$ cat src/rtl/phasorPkg.sv
package phasorPkg;

  typedef struct packed {
    logic snap;   // freeze the window and clear the sums
    logic mac;    // accumulate one product pair
    logic scale;  // multiply the sums by the RMS constant
    logic emit;   // round, load the outputs, pulse valid
  } phStrobe_t;

  typedef enum logic [1:0] {
    PH_IDLE  = 2'd0,
    PH_RUN   = 2'd1,
    PH_SCALE = 2'd2,
    PH_EMIT  = 2'd3
  } phState_t;

  localparam real PH_TWO_PI = 6.283185307179586;
  localparam real PH_SQRT2  = 1.4142135623730951;

  function automatic int qRound(real v);
    if (v >= 0.0) return $rtoi(v + 0.5);
    return -$rtoi(-v + 0.5);
  endfunction

endpackage

$ cat src/rtl/phasorCoefRom.sv
module phasorCoefRom
  import phasorPkg::*;
#(
  parameter int N  = 16,
  parameter int CW = 16
) (
  input  logic [$clog2(N)-1:0] idx,
  output logic signed [CW-1:0] cosC,
  output logic signed [CW-1:0] sinNegC
);

  localparam real FS = real'((1 << (CW - 1)) - 1);

  logic signed [CW-1:0] cosTab [N];
  logic signed [CW-1:0] sinTab [N];

  // Entry j belongs to window index k = j - N/2; the angle carries the half-sample shift.
  for (genvar j = 0; j < N; j++) begin : gCoef
    localparam real ANG = PH_TWO_PI * (real'(j) - real'(N / 2) + 0.5) / real'(N);
    localparam logic signed [CW-1:0] CQ = CW'(qRound(FS * $cos(ANG)));
    localparam logic signed [CW-1:0] SQ = CW'(-qRound(FS * $sin(ANG)));
    assign cosTab[j] = CQ;
    assign sinTab[j] = SQ;
  end

  assign cosC    = cosTab[idx];
  assign sinNegC = sinTab[idx];

endmodule

$ cat src/rtl/phasorCtrl.sv
module phasorCtrl
  import phasorPkg::*;
#(
  parameter int N = 16
) (
  input  logic                 clk,
  input  logic                 rstN,
  input  logic                 markIn,
  output phStrobe_t            stb,
  output logic [$clog2(N)-1:0] idx
);

  localparam int IW = $clog2(N);

  phState_t        state;
  logic [IW-1:0]   cnt;

  always_comb begin
    stb       = '0;
    stb.snap  = (state == PH_IDLE) && markIn;
    stb.mac   = (state == PH_RUN);
    stb.scale = (state == PH_SCALE);
    stb.emit  = (state == PH_EMIT);
    idx       = cnt;
  end

  always_ff @(posedge clk) begin
    if (!rstN) begin
      state <= PH_IDLE;
      cnt   <= '0;
    end else begin
      case (state)
        PH_IDLE: begin
          cnt <= '0;
          if (markIn) state <= PH_RUN;
        end
        PH_RUN: begin
          if (cnt == IW'(N - 1)) begin
            cnt   <= '0;
            state <= PH_SCALE;
          end else begin
            cnt <= cnt + 1'b1;
          end
        end
        PH_SCALE: state <= PH_EMIT;
        default:  state <= PH_IDLE;
      endcase
    end
  end

endmodule

$ cat src/rtl/phasorDatapath.sv
module phasorDatapath
  import phasorPkg::*;
#(
  parameter int N  = 16,
  parameter int W  = 16,
  parameter int CW = 16
) (
  input  logic                 clk,
  input  logic                 rstN,
  input  logic signed [W-1:0]  sampleIn,
  input  logic                 sampleStb,
  input  phStrobe_t            stb,
  input  logic [$clog2(N)-1:0] idx,
  input  logic signed [CW-1:0] cosC,
  input  logic signed [CW-1:0] sinNegC,
  output logic signed [W:0]    phRe,
  output logic signed [W:0]    phIm,
  output logic                 phValid
);

  localparam int OW    = W + 1;
  localparam int PW    = W + CW;
  localparam int ACCW  = W + CW + $clog2(N);
  localparam int KW    = 20;
  localparam int SW    = ACCW + KW;
  localparam int SH    = 17 + $clog2(N);
  localparam int TOTSH = CW - 1 + SH;
  localparam int KV    = qRound(PH_SQRT2 * (2.0 ** SH) / real'(N));
  localparam logic signed [KW-1:0] KCONST = KW'(KV);
  localparam logic signed [SW-1:0] RND    = SW'(1) <<< (TOTSH - 1);

  logic signed [W-1:0]    win  [N];
  logic signed [W-1:0]    hold [N];
  logic signed [W-1:0]    curX;
  logic signed [PW-1:0]   prodRe, prodIm;
  logic signed [ACCW-1:0] extRe, extIm;
  logic signed [ACCW-1:0] accRe, accIm;
  logic signed [SW-1:0]   scRe, scIm;

  // Sliding window: index N-1 holds the newest sample.
  for (genvar j = 0; j < N; j++) begin : gWin
    if (j == N - 1) begin : gHead
      always_ff @(posedge clk) begin
        if (!rstN)          win[j] <= '0;
        else if (sampleStb) win[j] <= sampleIn;
      end
    end else begin : gBody
      always_ff @(posedge clk) begin
        if (!rstN)          win[j] <= '0;
        else if (sampleStb) win[j] <= win[j+1];
      end
    end
    always_ff @(posedge clk) begin
      if (!rstN)         hold[j] <= '0;
      else if (stb.snap) hold[j] <= win[j];
    end
  end

  assign curX   = hold[idx];
  assign prodRe = PW'(curX) * PW'(cosC);
  assign prodIm = PW'(curX) * PW'(sinNegC);
  assign extRe  = prodRe;
  assign extIm  = prodIm;

  always_ff @(posedge clk) begin
    if (!rstN) begin
      accRe <= '0;
      accIm <= '0;
    end else if (stb.snap) begin
      accRe <= '0;
      accIm <= '0;
    end else if (stb.mac) begin
      accRe <= accRe + extRe;
      accIm <= accIm + extIm;
    end
  end

  always_ff @(posedge clk) begin
    if (!rstN) begin
      scRe <= '0;
      scIm <= '0;
    end else if (stb.scale) begin
      scRe <= SW'(accRe) * SW'(KCONST);
      scIm <= SW'(accIm) * SW'(KCONST);
    end
  end

  always_ff @(posedge clk) begin
    if (!rstN) begin
      phRe    <= '0;
      phIm    <= '0;
      phValid <= 1'b0;
    end else begin
      phValid <= stb.emit;
      if (stb.emit) begin
        phRe <= OW'((scRe + RND) >>> TOTSH);
        phIm <= OW'((scIm + RND) >>> TOTSH);
      end
    end
  end

endmodule

$ cat src/rtl/phasorEstimator.sv
module phasorEstimator
  import phasorPkg::*;
#(
  parameter int N  = 16,
  parameter int W  = 16,
  parameter int CW = 16
) (
  input  logic                clk,
  input  logic                rstN,
  input  logic signed [W-1:0] sampleIn,
  input  logic                sampleStb,
  input  logic                markIn,
  output logic signed [W:0]   phRe,
  output logic signed [W:0]   phIm,
  output logic                phValid
);

  // the centred window needs an even count of at least four.
  if ((N % 2) != 0 || N < 4) begin : gBadN
    $error("phasorEstimator: N must be even and at least 4");
  end

  phStrobe_t            stb;
  logic [$clog2(N)-1:0] idx;
  logic signed [CW-1:0] cosC, sinNegC;

  phasorCtrl #(.N(N)) u_ctrl (
    .clk    (clk),
    .rstN   (rstN),
    .markIn (markIn),
    .stb    (stb),
    .idx    (idx)
  );

  phasorCoefRom #(.N(N), .CW(CW)) u_rom (
    .idx     (idx),
    .cosC    (cosC),
    .sinNegC (sinNegC)
  );

  phasorDatapath #(.N(N), .W(W), .CW(CW)) u_dp (
    .clk       (clk),
    .rstN      (rstN),
    .sampleIn  (sampleIn),
    .sampleStb (sampleStb),
    .stb       (stb),
    .idx       (idx),
    .cosC      (cosC),
    .sinNegC   (sinNegC),
    .phRe      (phRe),
    .phIm      (phIm),
    .phValid   (phValid)
  );

endmodule

$ cat config.mk
export PLATFORM = sky130hd
export DESIGN_NAME = phasorEstimator
export DESIGN_NICKNAME = d
export VERILOG_FILES = /design/src/rtl/phasorPkg.sv /design/src/rtl/phasorCoefRom.sv /design/src/rtl/phasorCtrl.sv /design/src/rtl/phasorDatapath.sv /design/src/rtl/phasorEstimator.sv
export SDC_FILE = /design/constraint.sdc
export NUM_CORES = 2
export LEC_CHECK = 0
export ABC_AREA = 1
export BUFFER_PORTS_ARGS = -buffer_cell sky130_fd_sc_hd__buf_4
export CORE_ASPECT_RATIO = 1.25
export CORE_UTILIZATION = 34
export DETAILED_ROUTE_END_ITERATION = 6
export HOLD_SLACK_MARGIN = 0.06
export SLEW_MARGIN = 5
export SYNTH_ARGS = -nofsm -noshare
export SYNTH_HDL_FRONTEND = slang
export SYNTH_SLANG_ARGS = --single-unit
$ cat constraint.sdc
create_clock -name clk -period 10.45 [get_ports clk]
set_input_delay 1.045 -clock clk [delete_from_list [all_inputs] [get_ports clk]]
set_output_delay 1.045 -clock clk [all_outputs]
set_load 0.1 [all_outputs]
==> flow_metrics.tcl <==
set metrics [dict create \
    cts_tree "built" \
    status "completed" \
    crit_top_cell "fa_1" \
    crit_fanout 86 \
    crit_end "u_dp.accIm[33]" \
    max_cap_violations 0 \
    cts_resized 0 \
    cts_max_path_buffers 3 \
    yosysSeqAreaShare_pct 25.4 \
    synthTopCellsByArea "fa_1 27%, edfxtp_1 21%, ha_1 12%" \
    dp.cells 11100 \
    r2r_end "u_dp.accIm[33]" \
    rrSetupSlack_ns 1.96 \
    yosys.area.top_type "fa_1" \
    io_pins 55 \
    ant_nets 0 \
    ys_ff_latch 665 \
    htree_levels 3 \
    yosysTopAreaCellShare_pct 27.1 \
    viasPerCell 4.66 \
    rows 189 \
    syn_area_mm2 0.0725 \
    hpwl_mm 146 \
    grt_max_degree 153 \
    drtIter0Drc 2899 \
    worst_setup_path_start_kind "flop" \
    clock_sinks 665 \
    finalCritPeriodShare_pct 81.2 \
    synth_cell_type_count 51 \
    cts_setup_buffers 0 \
    finalSetupTns_ns 0 \
    synth-edff-count 512 \
    rsz0062_at_grt "no" \
    track_usage_pct 17.4 \
    grt-ovfl-total 0 \
    worstPathRequired_ns 11.06 \
    drt-total-wl_mm 185 \
    postCtsHoldBufs 0 \
    syn2layout_area_growth_pct 7.98 \
    fin_crit_ns 8.49 \
    die_h_um 518 \
    critPathMaxStageDelay_ns 0.73 \
    dieArea_mm2 0.215 \
    antenna_found_initial 1 \
    gp_congestion 0.934 \
    die_x_um 415 \
    worst_ep_arrival_time_ns 9.09 \
    core-area_mm2 0.212 \
    worstSetupPathType "flop to flop" \
    drive_gt1_share_pct 3.57 \
    syn_inst 8429 \
    yosysWarnings 0 \
    clkTransAtPathRegs_ns 0.06 \
    synth_nets 10200 \
    timing.final.hold_violations 0 \
    port_buffers 54 \
    avgSynthCellArea_um2 8.60 \
    clockRootBuffer "clkbuf_16" \
    numCtsBuffers 78 \
    initial_core_util_pct 34.2 \
    async_reset_ff_share_pct 0 \
    grt_pass1_wl_mm 300 \
    clkLatencyLatePin_ns 0.73 \
    drv_slew 0 \
    hp-class "flop to flop" \
    drc 0 \
    post_drt_wl_per_cell_um 16.5 \
    firstDrtPassIters 5 \
    setup_viol 0 \
    fin_nets 10100 \
    synth_ff_type "edfxtp_1" \
    ff2ff_path_depth 27 \
    tightestPinTransition_ns 1.24 \
    finalNonFillerCells 11200 \
    cp-end-kind "flop" \
    crit_path_top_delay_cell "inv_4" \
    skew_ns 0.0813 \
    grt_pass1_vias 55900 \
    vias 52400 \
    max-slew-margin-rel_pct 16.9 \
    max_freq_ghz 0.118 \
]
==> cell type report <==
class / count / area (um^2)
clock buffer: 96 / 2040
sequential: 665 / 18400
timing repair buffer: 106 / 808
multi-input combinational: 5168 / 44000
antenna: 1 / 2.50
clock inverter: 44 / 513
inverter: 2379 / 8940
fill: 21700 / 134000
tap: 2769 / 3460
==> worst min path at each step <==
stage                          startpoint         endpoint  slack, ns  cells after the start
final                       u_dp.phIm[14]    u_dp.phIm[14]       0.49                      2
after global routing        u_dp.phIm[14]    u_dp.phIm[14]       0.50                      2
after CTS                   u_dp.phIm[14]    u_dp.phIm[14]       0.49                      2
after detailed placement    u_dp.phIm[14]    u_dp.phIm[14]       0.48                      2
after global placement      u_dp.phIm[14]    u_dp.phIm[14]       0.47                      2
after floorplan           u_ctrl.state[1]  u_ctrl.state[1]       0.49                      2
==> stage by stage <==
step / hold WS (ns) / cell area (um^2) / utilization (%) / setup slack [ns]
finish: 0.493 / 78300 / 36.9 / 1.96
global route: 0.504 / 78300 / 36.9 / 1.43
CTS: 0.491 / 78300 / 36.9 / 2.01
detailed placement: 0.478 / 75700 / 35.7 / 2.03
global placement: 0.467 / 75700 / 35.7 / 2.10
floorplan: 0.490 / 72500 / - / 1.04
==> logic make-up after synthesis <==
group | count (synthesis) | synth area share (%)
fa+ha+maj | 1701 | 39.5
compound gates | 724 | 5.52
buf+inv | 2596 | 13.9
simple gates | 2668 | 14.7
flops | 665 | 25.4
xor+xnor | 75 | 0.917
==> synth_stat cells, types with 25 or more instances <==
master    instances
a21oi_1         258
o21ai_0         326
xor2_1           57
inv_1          2346
nand2_1         986
nor3_1           55
inv_2            30
buf_6            28
nor2_1         1306
edfxtp_1        512
dfxtp_1         153
nand4_1          62
clkbuf_1        139
o221ai_1         43
fa_1            982
buf_2            25
ha_1            719
nand3_1         198
==> sequential cells by signal, indices dropped and copies added (netlist names), named ones only <==
signal / flops
u_ctrl.idx: 4
u_ctrl.state: 2
u_dp.accIm: 36
u_dp.accRe: 36
u_dp.hold: 256
u_dp.phIm: 17
u_dp.phRe: 17
u_dp.phValid: 1
u_dp.scIm: 18
u_dp.scRe: 18
u_dp.win: 256
==> per-layer routing <==
metal	wire length [um]	global-route usage [%]	vias to the layer above	part of all wire (%)
met3	5730	1.59	296	3.1
met5	0	0	-	0
li1	-	-	25300	-
met4	5910	5.78	0	3.2
met2	94600	31.8	938	51
met1	78800	21.4	25800	43
==> critical path, delay by kind of cell (launching register included) <==
family / cells / cell delay [ns]
AO/OA/AOI/OAI: 3 / 0.87
adder cells (fa/ha/maj): 7 / 3.30
buffers and inverters: 7 / 1.79
flip-flops: 1 / 0.56
AND/OR/NAND/NOR: 10 / 1.79
==> cell usage in the layout (no fill, tap or decap), drive strengths merged, types with 3 or more instances in the layout <==
master,instances
inv,2381
nor2,1330
nand2,994
fa,982
ha,719
edfxtp,512
o21ai,337
a21oi,258
nand3,199
dfxtp,153
buf,106
clkbuf,96
nand4,62
xor2,58
nor3,57
o221ai,43
clkinv,34
o211ai,23
o21bai,21
o22ai,18
xnor2,17
a21o,8
a21boi,8
nand3b,8
and2,6
or2,5
bufinv,4
clkinvlp,4
nor4,3
Power is left out: the tool's default activity adds up to more than one toggle a clock period on the data nets, which glitch-free logic cannot reach.
